### src/rtl/wdg_pkg.sv
package wdg_pkg;

    typedef enum logic [2:0] {
        ST_HOLD   = 3'd0,
        ST_DELAY  = 3'd1,
        ST_IGNORE = 3'd2,
        ST_CLOSED = 3'd3,
        ST_OPEN   = 3'd4,
        ST_RUN    = 3'd5
    } sup_state_e;

    typedef enum logic [1:0] {
        MD_FAST = 2'b00,
        MD_MID  = 2'b01,
        MD_SLOW = 2'b10,
        MD_OFF  = 2'b11
    } wd_mode_e;

    // log2 of the tick stretch factor for a mode code
    function automatic logic [1:0] mode_shift(input logic [1:0] m);
        case (m)
            MD_MID:  return 2'd1;
            MD_SLOW: return 2'd2;
            default: return 2'd0;
        endcase
    endfunction

    function automatic logic state_releases(input sup_state_e s);
        return (s == ST_IGNORE) || (s == ST_CLOSED) || (s == ST_OPEN) || (s == ST_RUN);
    endfunction

endpackage

### src/rtl/wdg_sync.sv
module wdg_sync #(
    parameter int W = 1
) (
    input  logic         clk,
    input  logic         rst_n,
    input  logic [W-1:0] din,
    output logic [W-1:0] dout
);
    for (genvar i = 0; i < W; i++) begin : g_bit
        logic [1:0] st_d, st_q;

        always_comb begin
            st_d = {st_q[0], din[i]};
        end

        always_ff @(posedge clk or negedge rst_n) begin
            if (!rst_n) st_q <= 2'b00;
            else        st_q <= st_d;
        end

        assign dout[i] = st_q[1];
    end
endmodule

### src/rtl/wdg_tick_gen.sv
module wdg_tick_gen #(
    parameter int PRESCALE = 1000
) (
    input  logic       clk,
    input  logic       rst_n,
    input  logic [1:0] shift,
    output logic       tick
);
    localparam int PW = (PRESCALE > 1) ? $clog2(PRESCALE) : 1;
    localparam logic [PW-1:0] BASE_TOP = PW'(PRESCALE - 1);

    typedef struct packed {
        logic [PW-1:0] base;
        logic [1:0]    scale;
        logic          tick;
    } tg_t;

    tg_t tg_d, tg_q;
    logic [1:0] scale_top;

    always_comb begin
        scale_top = 2'd0;
        case (shift)
            2'd1:    scale_top = 2'd1;
            2'd2:    scale_top = 2'd3;
            default: scale_top = 2'd0;
        endcase

        tg_d      = tg_q;
        tg_d.tick = 1'b0;
        if (tg_q.base >= BASE_TOP) begin
            tg_d.base = '0;
            if (tg_q.scale >= scale_top) begin
                tg_d.scale = 2'd0;
                tg_d.tick  = 1'b1;
            end else begin
                tg_d.scale = tg_q.scale + 2'd1;
            end
        end else begin
            tg_d.base = tg_q.base + 1'b1;
        end
    end

    always_ff @(posedge clk or negedge rst_n) begin
        if (!rst_n) tg_q <= '0;
        else        tg_q <= tg_d;
    end

    assign tick = tg_q.tick;
endmodule

### src/rtl/wdg_supply_filter.sv
module wdg_supply_filter #(
    parameter int FILT_TICKS = 4
) (
    input  logic clk,
    input  logic rst_n,
    input  logic sup_ok,
    input  logic tick,
    output logic pwr_good
);
    localparam int FW = $clog2(FILT_TICKS + 1);
    localparam logic [FW-1:0] FILT_TOP = FW'(FILT_TICKS - 1);

    typedef struct packed {
        logic [FW-1:0] cnt;
        logic          good;
    } flt_t;

    flt_t flt_d, flt_q;

    always_comb begin
        flt_d = flt_q;
        if (sup_ok) begin
            // supply recovery is accepted at once
            flt_d.cnt  = '0;
            flt_d.good = 1'b1;
        end else if (flt_q.good) begin
            if (tick) begin
                if (flt_q.cnt >= FILT_TOP) begin
                    flt_d.cnt  = '0;
                    flt_d.good = 1'b0;
                end else begin
                    flt_d.cnt = flt_q.cnt + 1'b1;
                end
            end
        end else begin
            flt_d.cnt = '0;
        end
    end

    always_ff @(posedge clk or negedge rst_n) begin
        if (!rst_n) flt_q <= '0;
        else        flt_q <= flt_d;
    end

    assign pwr_good = flt_q.good;
endmodule

### src/rtl/wdg_fsm.sv
module wdg_fsm
    import wdg_pkg::*;
#(
    parameter int DLY_TICKS = 16,
    parameter int IGN_TICKS = 32,
    parameter int CLS_TICKS = 16,
    parameter int OPN_TICKS = 16
) (
    input  logic       clk,
    input  logic       rst_n,
    input  logic       pwr_good,
    input  logic       tick,
    input  logic       kick,
    input  logic       wd_off,
    output sup_state_e state,
    output logic       rst_out_n
);
    localparam int MAXT = (DLY_TICKS > IGN_TICKS ? DLY_TICKS : IGN_TICKS) >
                          (CLS_TICKS > OPN_TICKS ? CLS_TICKS : OPN_TICKS) ?
                          (DLY_TICKS > IGN_TICKS ? DLY_TICKS : IGN_TICKS) :
                          (CLS_TICKS > OPN_TICKS ? CLS_TICKS : OPN_TICKS);
    localparam int CW = $clog2(MAXT + 1);
    localparam logic [CW-1:0] DLY_TOP = CW'(DLY_TICKS - 1);
    localparam logic [CW-1:0] IGN_TOP = CW'(IGN_TICKS - 1);
    localparam logic [CW-1:0] CLS_TOP = CW'(CLS_TICKS - 1);
    localparam logic [CW-1:0] OPN_TOP = CW'(OPN_TICKS - 1);

    typedef struct packed {
        sup_state_e    st;
        logic [CW-1:0] cnt;
        logic          out_n;
    } fsm_t;

    fsm_t f_d, f_q;

    always_comb begin
        f_d = f_q;
        if (!pwr_good) begin
            f_d.st  = ST_HOLD;
            f_d.cnt = '0;
        end else begin
            case (f_q.st)
                ST_HOLD: begin
                    f_d.st  = ST_DELAY;
                    f_d.cnt = '0;
                end
                ST_DELAY: begin
                    if (tick) begin
                        if (f_q.cnt >= DLY_TOP) begin
                            f_d.st  = ST_IGNORE;
                            f_d.cnt = '0;
                        end else begin
                            f_d.cnt = f_q.cnt + 1'b1;
                        end
                    end
                end
                ST_IGNORE: begin
                    if (tick) begin
                        if (f_q.cnt >= IGN_TOP) begin
                            f_d.st  = wd_off ? ST_RUN : ST_OPEN;
                            f_d.cnt = '0;
                        end else begin
                            f_d.cnt = f_q.cnt + 1'b1;
                        end
                    end
                end
                ST_OPEN: begin
                    if (wd_off) begin
                        f_d.st  = ST_RUN;
                        f_d.cnt = '0;
                    end else if (kick) begin
                        f_d.st  = ST_CLOSED;
                        f_d.cnt = '0;
                    end else if (tick) begin
                        if (f_q.cnt >= OPN_TOP) begin
                            f_d.st  = ST_DELAY;
                            f_d.cnt = '0;
                        end else begin
                            f_d.cnt = f_q.cnt + 1'b1;
                        end
                    end
                end
                ST_CLOSED: begin
                    if (wd_off) begin
                        f_d.st  = ST_RUN;
                        f_d.cnt = '0;
                    end else if (kick) begin
                        f_d.st  = ST_DELAY;
                        f_d.cnt = '0;
                    end else if (tick) begin
                        if (f_q.cnt >= CLS_TOP) begin
                            f_d.st  = ST_OPEN;
                            f_d.cnt = '0;
                        end else begin
                            f_d.cnt = f_q.cnt + 1'b1;
                        end
                    end
                end
                ST_RUN: begin
                    if (!wd_off) begin
                        f_d.st  = ST_IGNORE;
                        f_d.cnt = '0;
                    end
                end
                default: begin
                    f_d.st  = ST_HOLD;
                    f_d.cnt = '0;
                end
            endcase
        end
        f_d.out_n = state_releases(f_d.st);
    end

    always_ff @(posedge clk or negedge rst_n) begin
        if (!rst_n) begin
            f_q.st    <= ST_HOLD;
            f_q.cnt   <= '0;
            f_q.out_n <= 1'b0;
        end else begin
            f_q <= f_d;
        end
    end

    assign state     = f_q.st;
    assign rst_out_n = f_q.out_n;
endmodule

### src/rtl/wdg_supervisor.sv
module wdg_supervisor
    import wdg_pkg::*;
#(
    parameter int PRESCALE   = 1000,
    parameter int FILT_TICKS = 4,
    parameter int DLY_TICKS  = 16,
    parameter int IGN_TICKS  = 32,
    parameter int CLS_TICKS  = 16,
    parameter int OPN_TICKS  = 16
) (
    input  logic clk,
    input  logic rst_n,
    input  logic supply_ok,
    input  logic wd_trig,
    input  logic mode_lo,
    input  logic mode_hi,
    output logic rst_out_n
);
    localparam int NSYNC = 4;

    logic [NSYNC-1:0] raw_in, syn_out;
    logic             sup_s, trig_s;
    logic [1:0]       mode_s;
    logic             tick, pwr_good, kick, wd_off;
    sup_state_e       fsm_state;

    typedef struct packed {
        logic trig_prev;
    } edg_t;

    edg_t edg_d, edg_q;

    assign raw_in = {mode_hi, mode_lo, wd_trig, supply_ok};

    wdg_sync #(.W(NSYNC)) u_sync (
        .clk  (clk),
        .rst_n(rst_n),
        .din  (raw_in),
        .dout (syn_out)
    );

    assign sup_s  = syn_out[0];
    assign trig_s = syn_out[1];
    assign mode_s = syn_out[3:2];
    assign wd_off = (mode_s == MD_OFF);

    always_comb begin
        edg_d.trig_prev = trig_s;
        kick            = trig_s & ~edg_q.trig_prev;
    end

    always_ff @(posedge clk or negedge rst_n) begin
        if (!rst_n) edg_q <= '0;
        else        edg_q <= edg_d;
    end

    wdg_tick_gen #(.PRESCALE(PRESCALE)) u_tick (
        .clk  (clk),
        .rst_n(rst_n),
        .shift(mode_shift(mode_s)),
        .tick (tick)
    );

    wdg_supply_filter #(.FILT_TICKS(FILT_TICKS)) u_filt (
        .clk     (clk),
        .rst_n   (rst_n),
        .sup_ok  (sup_s),
        .tick    (tick),
        .pwr_good(pwr_good)
    );

    wdg_fsm #(
        .DLY_TICKS(DLY_TICKS),
        .IGN_TICKS(IGN_TICKS),
        .CLS_TICKS(CLS_TICKS),
        .OPN_TICKS(OPN_TICKS)
    ) u_fsm (
        .clk      (clk),
        .rst_n    (rst_n),
        .pwr_good (pwr_good),
        .tick     (tick),
        .kick     (kick),
        .wd_off   (wd_off),
        .state    (fsm_state),
        .rst_out_n(rst_out_n)
    );
endmodule

### config.mk
export PLATFORM = sky130hd
export DESIGN_NAME = wdg_supervisor
export DESIGN_NICKNAME = d
export VERILOG_FILES = /design/src/rtl/wdg_pkg.sv /design/src/rtl/wdg_sync.sv /design/src/rtl/wdg_tick_gen.sv /design/src/rtl/wdg_supply_filter.sv /design/src/rtl/wdg_fsm.sv /design/src/rtl/wdg_supervisor.sv
export SDC_FILE = /design/constraint.sdc
export NUM_CORES = 1
export LEC_CHECK = 0
export CAP_MARGIN = 10
export CORE_MARGIN = 2
export CORE_UTILIZATION = 51
export DETAILED_ROUTE_END_ITERATION = 8
export PLACE_DENSITY = 0.69
export SETUP_SLACK_MARGIN = 0.4
export SYNTH_ARGS = -nofsm -noshare
export SYNTH_HDL_FRONTEND = slang
export SYNTH_SLANG_ARGS = --single-unit
export TNS_END_PERCENT = 100
### constraint.sdc
create_clock -name clk -period 4.05 [get_ports clk]
set_clock_uncertainty 0.1 [all_clocks]
set_input_delay 0.6075 -clock clk [delete_from_list [all_inputs] [get_ports clk]]
set_output_delay 0.6075 -clock clk [all_outputs]
set_load 0.05 [all_outputs]
==> impl_metrics.csv, run 1 <==
group,metric,value,unit
routing,wl_per_cell,12.84,µm
final_layout,diodes,0,
timing,holdWs,0.2494,ns
floorplan,rows,21,
clock_network,cts_sinks,36,
power,irDropWorstVdd,0.0002104,V
logic_synthesis,avgSynthCellArea,9.844,µm²
floorplan,io_pins,7,
routing,dr.pass1.iters,4,
logic_synthesis,yosys-top-cells-count,"dfrtp_1 (36), nand2_1 (18), nor2_1 (15)",
power,p_seq_frac,0.630,
power,combPwrFrac,0.035,
power,p_int,0.4574,mW
clock_network,cts_setup_buffers,0,
floorplan,die_w,64.40,µm
logic_synthesis,synth_top_area_frac,0.4842,
routing,drc,0,
clock_network,ctsHoldBuffers,0,
global_routing,grt_pass1_vias,1299,
routing,routed_wl,3.120,mm
clock_network,clock_latency,0.34,ns
worst_setup_path,crit_type,"reg -> out",
global_routing,grt_pass1_wl,5.768,mm
worst_setup_path,cp-end-kind,"output pin",
worst_hold_path,hp-class,"reg -> reg",
logic_synthesis,synth.most_common_cell,"dfrtp_1",
timing,fin_tns_setup,0,ns
floorplan,core,3416,µm²
power,powerDensity,287.8,nW/µm²
clock_network,cts_root_buf,"clkbuf_4",
final_layout,syn_to_final_growth,8.339,%
worst_setup_path,rr_worst_depth,6,
logic_synthesis,async_flop_share,1.000,
place,hpwl,2.247,mm
place,place_ws,2.051,ns
floorplan,initial_core_util,0.5447,
worst_setup_path,setup.worst_path.end,"rst_out_n",
timing,maxSlewHeadroom,0.6462,
worst_setup_path,crit_slowest_cell,"clkdlybuf4s50_1",
power,power.switching,0.1227,mW
worst_setup_path,cp.buffers_inverters,1,
logic_synthesis,synth-edff-count,0,
place,gp_congestion,0.9214,
logic_synthesis,synth_ff_type,"dfrtp_1",
worst_setup_path,cp.arrival,1.46,ns
timing,setup_ws,1.882,ns
floorplan,dieArea,4147,µm²
logic_synthesis,synthTopCellsByArea,"dfrtp_1 (48%), ha_1 (5.4%), o21ai_0 (3.8%), nand2_1 (3.6%), nor2_1 (3.0%)",
power,p_leak,0.8429,nW
worst_setup_path,path_delay_family,"buffers and inverters",
logic_synthesis,ys_ff_latch,36,
timing,min_period,2.168,ns
global_routing,antenna_found_initial,0,
clock_network,path_clk_slew,0.10,ns
timing,min_period_over_period,0.5352,
global_routing,overflow,0,
clock_network,htree_levels,2,
final_layout,fillCellCount,292,
logic_synthesis,syn_area,1861,µm²
routing,viasPerCell,5.720,
logic_synthesis,syn_nets,203,
routing,dr_total_vias,1390,
worst_setup_path,crit_path_max_fanout,1,
clock_network,cts_resized,0,
worst_setup_path,worstPathCellList,"clkdlybuf4s50_1",
worst_setup_path,worst-r2r-setup-slack,2.03,ns
worst_setup_path,crit_cells,1,
worst_setup_path,timing.rr.start,"u_fsm.f_q[1]",
run_status,outcome,"finished clean",
worst_setup_path,critical_path_required,3.34,ns
clock_network,cts.path.max_buffers,2,
logic_synthesis,synth.distinct_cells,46,
place,port_buffers,6,
job,drv_cap,0,
worst_setup_path,cpPeakStageDelay,0.79,ns
power,clkPwrFrac,0.335,
timing,setup_viol,0,
worst_setup_path,startpoint,"u_fsm.rst_out_n",
final_layout,drive_gt1_frac,0.07614,
routing,ant_nets,0,
timing,clock.fmax,461.3,MHz
worst_hold_path,hold_start,"u_sync.g_bit[1].st_q[0]",
timing,finalMaxSlewViolations,0,
clock_network,numCtsBuffers,5,
clock_network,cts_tree,"done",
routing,drt-initial-drc-count,68,
final_layout,stdcell_count,243,
logic_synthesis,netlist_instances,189,
timing,hold_viol,0,
logic_synthesis,yosys_warnings,0,
logic_synthesis,yosysSeqAreaShare,0.4842,
final_layout,nets,210,
global_routing,grt_usage,0.1811,
worst_setup_path,startpoint_type,"register",
power,p_sw_frac,0.2115,
global_routing,grt_max_degree,37,
logic_synthesis,yosysTopAreaCell,"dfrtp_1",
worst_setup_path,r2r-end,"u_fsm.rst_out_n",
timing,grt_setup_unrepaired,"no",
floorplan,die_h,64.40,µm
timing,worst_pin_slew,0.5283,ns
place,dp.cells,235,
[worst min-delay path by stage]
stage	endpoint	slack (ns)	depth (start not counted)
floorplan	edg_q	0.21	0
global placement	u_sync.g_bit[2].st_q[1]	0.23	0
detailed placement	u_sync.g_bit[1].st_q[1]	0.24	0
CTS	u_sync.g_bit[3].st_q[1]	0.26	0
global route	u_sync.g_bit[3].st_q[1]	0.27	0
finish	u_sync.g_bit[1].st_q[1]	0.25	0
[layout make-up]
type | count | area [µm²] | share of cell area
Inverter | 10 | 37.54 | 0.01862
Timing Repair Buffer | 7 | 67.56 | 0.03352
Sequential cell | 36 | 900.9 | 0.4469
Tap cell | 46 | 57.56 | 0.02855
Multi-Input combinational cell | 136 | 893.4 | 0.4432
Clock buffer | 8 | 58.81 | 0.02917
[routing by layer]
metal / global-route usage / vias to the layer above / share of wire
met5: 0 / - / 0
met2: 0.2773 / 21 / 0.46
met4: 0.07181 / 0 / 0.019
li1: - / 690 / -
met3: 0.05458 / 6 / 0.036
met1: 0.2413 / 673 / 0.49
[stage by stage]
| step | power [mW] | instance area [µm²] | util |
|---|---|---|---|
| after detailed placement | 0.3937 | 1957 | 0.5729 |
| after floorplan | 0.3792 | 1861 | - |
| after global routing | 0.6102 | 2016 | 0.5901 |
| after CTS | 0.5898 | 2016 | 0.5901 |
| after global placement | 0.3934 | 1957 | 0.5729 |
| final | 0.5801 | 2016 | 0.5901 |
[power groups by stage]
| stage | clock network [mW] | registers, mW | logic, mW |
|---|---|---|---|
| detailed placement | 0 | 0.373 | 0.0209 |
| CTS | 0.203 | 0.366 | 0.0210 |
| finish | 0.194 | 0.366 | 0.0201 |
| global placement | 0 | 0.373 | 0.0207 |
| global route | 0.220 | 0.366 | 0.0237 |
| floorplan | 0 | 0.372 | 0.00672 |
[cell families after synthesis]
kind of cell / after synthesis / share of synthesized area
AND/OR/NAND/NOR: 72 / 0.2085
AO/OA/AOI/OAI: 48 / 0.1782
flip-flops: 36 / 0.4842
buffers and inverters: 17 / 0.03565
adder cells (fa/ha/maj): 8 / 0.05380
XOR/XNOR: 6 / 0.02825
multiplexers: 2 / 0.01143
[sequential cells by signal, summed over array words and instances (netlist names)]
register           cells
edg_q                  1
u_filt.flt_q           3
u_filt.pwr_good        1
u_fsm.f_q              6
u_fsm.rst_out_n        1
u_fsm.state            3
u_sync.g_bit.st_q      8
u_tick.tg_q           12
u_tick.tick            1
[worst reg2reg max path, cell delays in order (launching register included)]
cell and delay [ns]:
dfrtp_1 0.43, ha_1 0.29, a311o_1 0.41, nand4_1 0.10, nand4_1 0.15, o31ai_1 0.29, a21boi_0 0.13
[cell usage in the layout, fill, tap and decap left out, types with 3 or more instances in the layout]
cell type         n
nor2b_1           7
a21boi_0          4
clkdlybuf4s50_1   6
dfrtp_1          36
a21oi_1           9
nand3_1          11
xor2_1            3
clkbuf_4          5
o21ai_1           3
and3_1            3
xnor2_1           3
ha_1              8
inv_1            10
nand2_1          18
nand4_1           3
nor2_1           15
o21ai_0          14
(Power assumes the default switching activity.)
==> inputs of run 2 (changes only) <==
==> constraint.sdc (replaced) <==
create_clock -name clk -period 2.2 [get_ports clk]
set_clock_uncertainty 0.1 [all_clocks]
set_input_delay 0.33 -clock clk [delete_from_list [all_inputs] [get_ports clk]]
set_output_delay 0.33 -clock clk [all_outputs]
set_load 0.05 [all_outputs]
==> run 2 against run 1 <==
Effect of this change: via count rose by 6.8%; worst setup slack got worse by 1.5 ns; non-clock buffer count rose by 13; combinational power rose to 2.7 times the previous value; hold slack improved by 0.0099 ns; cell count rose by 5.3%; sequential cell count did not move; sequential power rose by 84%; clock power rose to 3.5 times the previous value; sequential share of layout area fell by 5.7 points; global-route usage rose by 0.91 points; largest cell class is now multi-input combinational cells.
==> impl_metrics.csv, run 2 (same netlist as run 1, synthesis figures left out) <==
group,metric,value,unit
global_routing,overflow,0,
global_routing,grt_max_degree,37,
timing,clock.fmax,558.4,MHz
clock_network,numCtsBuffers,5,
power,p_leak,0.9755,nW
routing,wl_per_cell,14.95,µm
floorplan,initial_core_util,0.5447,
worst_setup_path,timing.rr.start,"u_fsm.f_q[2]",
clock_network,clock_latency,0.33,ns
final_layout,nets,223,
final_layout,largest_register_ff_count,12,
worst_hold_path,min_path_cells,0,
power,irDropWorstVdd,0.0004925,V
routing,viasPerCell,5.801,
timing,setup_viol,0,
final_layout,top_regs,"u_tick.tg_q (12), u_sync.g_bit.st_q (8), u_fsm.f_q (6)",
place,port_buffers,6,
clock_network,cts_root_buf,"clkbuf_4",
final_layout,diodes,0,
final_layout,syn_to_final_growth,24.95,%
timing,grt_setup_unrepaired,"yes",
timing,fin_tns_setup,0,ns
routing,drc,0,
place,hpwl,2.432,mm
clock_network,cts_tree,"done",
clock_network,cts.path.max_buffers,2,
global_routing,grt_usage,0.1902,
routing,drt-initial-drc-count,165,
floorplan,core,3416,µm²
worst_setup_path,crit_type,"reg -> reg",
routing,dr.pass1.iters,4,
worst_hold_path,hold_start,"u_sync.g_bit[1].st_q[0]",
floorplan,rows,21,
floorplan,die_w,64.40,µm
timing,min_period_over_period,0.8141,
final_layout,drive_gt1_frac,0.2286,
timing,worst_pin_slew,0.4829,ns
worst_setup_path,cp-end-kind,"register",
power,power,1.415,mW
timing,finalMaxSlewViolations,0,
worst_setup_path,startpoint_type,"register",
clock_network,cts_sinks,36,
floorplan,die_h,64.40,µm
worst_setup_path,rr_worst_depth,5,
worst_setup_path,cp.arrival,1.92,ns
worst_setup_path,r2r-end,"u_fsm.rst_out_n",
job,drv_cap,0,
routing,ant_nets,0,
clock_network,path_clk_slew,0.11,ns
clock_network,ctsHoldBuffers,0,
timing,min_period,1.791,ns
worst_setup_path,worst-r2r-setup-slack,0.41,ns
routing,routed_wl,3.828,mm
worst_hold_path,hp-class,"reg -> reg",
final_layout,layout_commonest_cell,"dfrtp_1",
timing,maxSlewHeadroom,0.6793,
clock_network,htree_levels,2,
routing,dr_total_vias,1485,
floorplan,dieArea,4147,µm²
final_layout,top_register,"u_tick.tg_q",
final_layout,mostFrequentLayoutCells,"dfrtp_1 (32), nand2_1 (17), nor2_1 (15)",
global_routing,grt_pass1_vias,1361,
global_routing,antenna_found_initial,0,
global_routing,grt_pass1_wl,6.065,mm
worst_setup_path,crit_path_max_fanout,7,
run_status,outcome,"finished clean",
floorplan,io_pins,7,
timing,hold_viol,0,
place,gp_congestion,0.9207,
worst_setup_path,critical_path_required,2.33,ns
final_layout,fillCellCount,274,
power,powerDensity,608.7,nW/µm²
worst_hold_path,min_delay_worst_endpoint,"u_sync.g_bit[1].st_q[1]",
[run 2: cell types whose count changed in the layout (fill, tap and decap cells not counted), moves of 3 or more]
cell	change
dfrtp_2	+4
bufinv_16	+3
a21boi_1	+3
buf_4	+11
a21boi_0	-3
dfrtp_1	-4
[run 2: worst max-delay path: stages (launching register included)]
cell      delay (ns)
dfrtp_1         0.45
ha_4            0.21
a311o_1         0.30
a41o_1          0.27
o31ai_1         0.25
a21boi_1        0.10
[run 2: power by group]
part / switching (mW) / leakage, nW / internal [mW]
sequential: 0.00481 / 0.452 / 0.670
clock: 0.218 / 0.0654 / 0.468
combinational: 0.0283 / 0.458 / 0.0261
total: 0.251 / 0.975 / 1.16
[run 2: routing by layer]
| metal | track usage | share of wire | vias to the layer above |
|---|---|---|---|
| met5 | 0 | 0 | - |
| met4 | 0.04787 | 0.013 | 0 |
| met3 | 0.05458 | 0.048 | 9 |
| met2 | 0.3242 | 0.51 | 43 |
| met1 | 0.2379 | 0.43 | 719 |
| li1 | - | - | 714 |
[run 2: layout make-up]
class                   instances  area (µm²)  area share
clock buffers                   5       37.54     0.01615
clock inverters                 3       90.09     0.03875
inverters                      10       37.54     0.01615
multi-input cells             136        1022      0.4397
flip-flops and latches         36       905.9      0.3897
well taps                      46       57.56     0.02476
repair buffers                 20       173.9     0.07481
[run 2: worst max path at each step]
stage	start	endpoint	slack [ns]	cells past startpoint
floorplan	u_fsm.f_q[1]	u_fsm.rst_out_n	0.41	6
global placement	u_fsm.f_q[1]	u_fsm.rst_out_n	0.33	6
detailed placement	u_fsm.f_q[1]	u_fsm.rst_out_n	0.26	6
CTS	u_fsm.f_q[2]	u_fsm.rst_out_n	0.31	6
global route	u_fsm.f_q[5]	u_fsm.rst_out_n	0.30	5
finish	u_fsm.f_q[2]	u_fsm.rst_out_n	0.41	5
[run 2: what timing repair did]
action	CTS	global route
endpoints found under the setup margin	13	13
gates cloned	0	0
resized for setup	9	24
buffers inserted	1	11
pin swaps	1	18
[run 2: per-stage QoR]
step | setup WS (ns) | instance area [µm²] | hold slack, ns | cells | util
2_1_floorplan | 0.4117 | 1861 | -0.06559 | 189 | -
3_3_place_gp | 0.3255 | 1964 | 0.2349 | 236 | 0.5751
3_5_place_dp | 0.2639 | 1964 | 0.2347 | 236 | 0.5751
4_1_cts | 0.3119 | 2128 | 0.2631 | 245 | 0.6231
5_1_grt | 0.3021 | 2325 | 0.2695 | 256 | 0.6806
6_report | 0.4090 | 2325 | 0.2593 | 256 | 0.6806
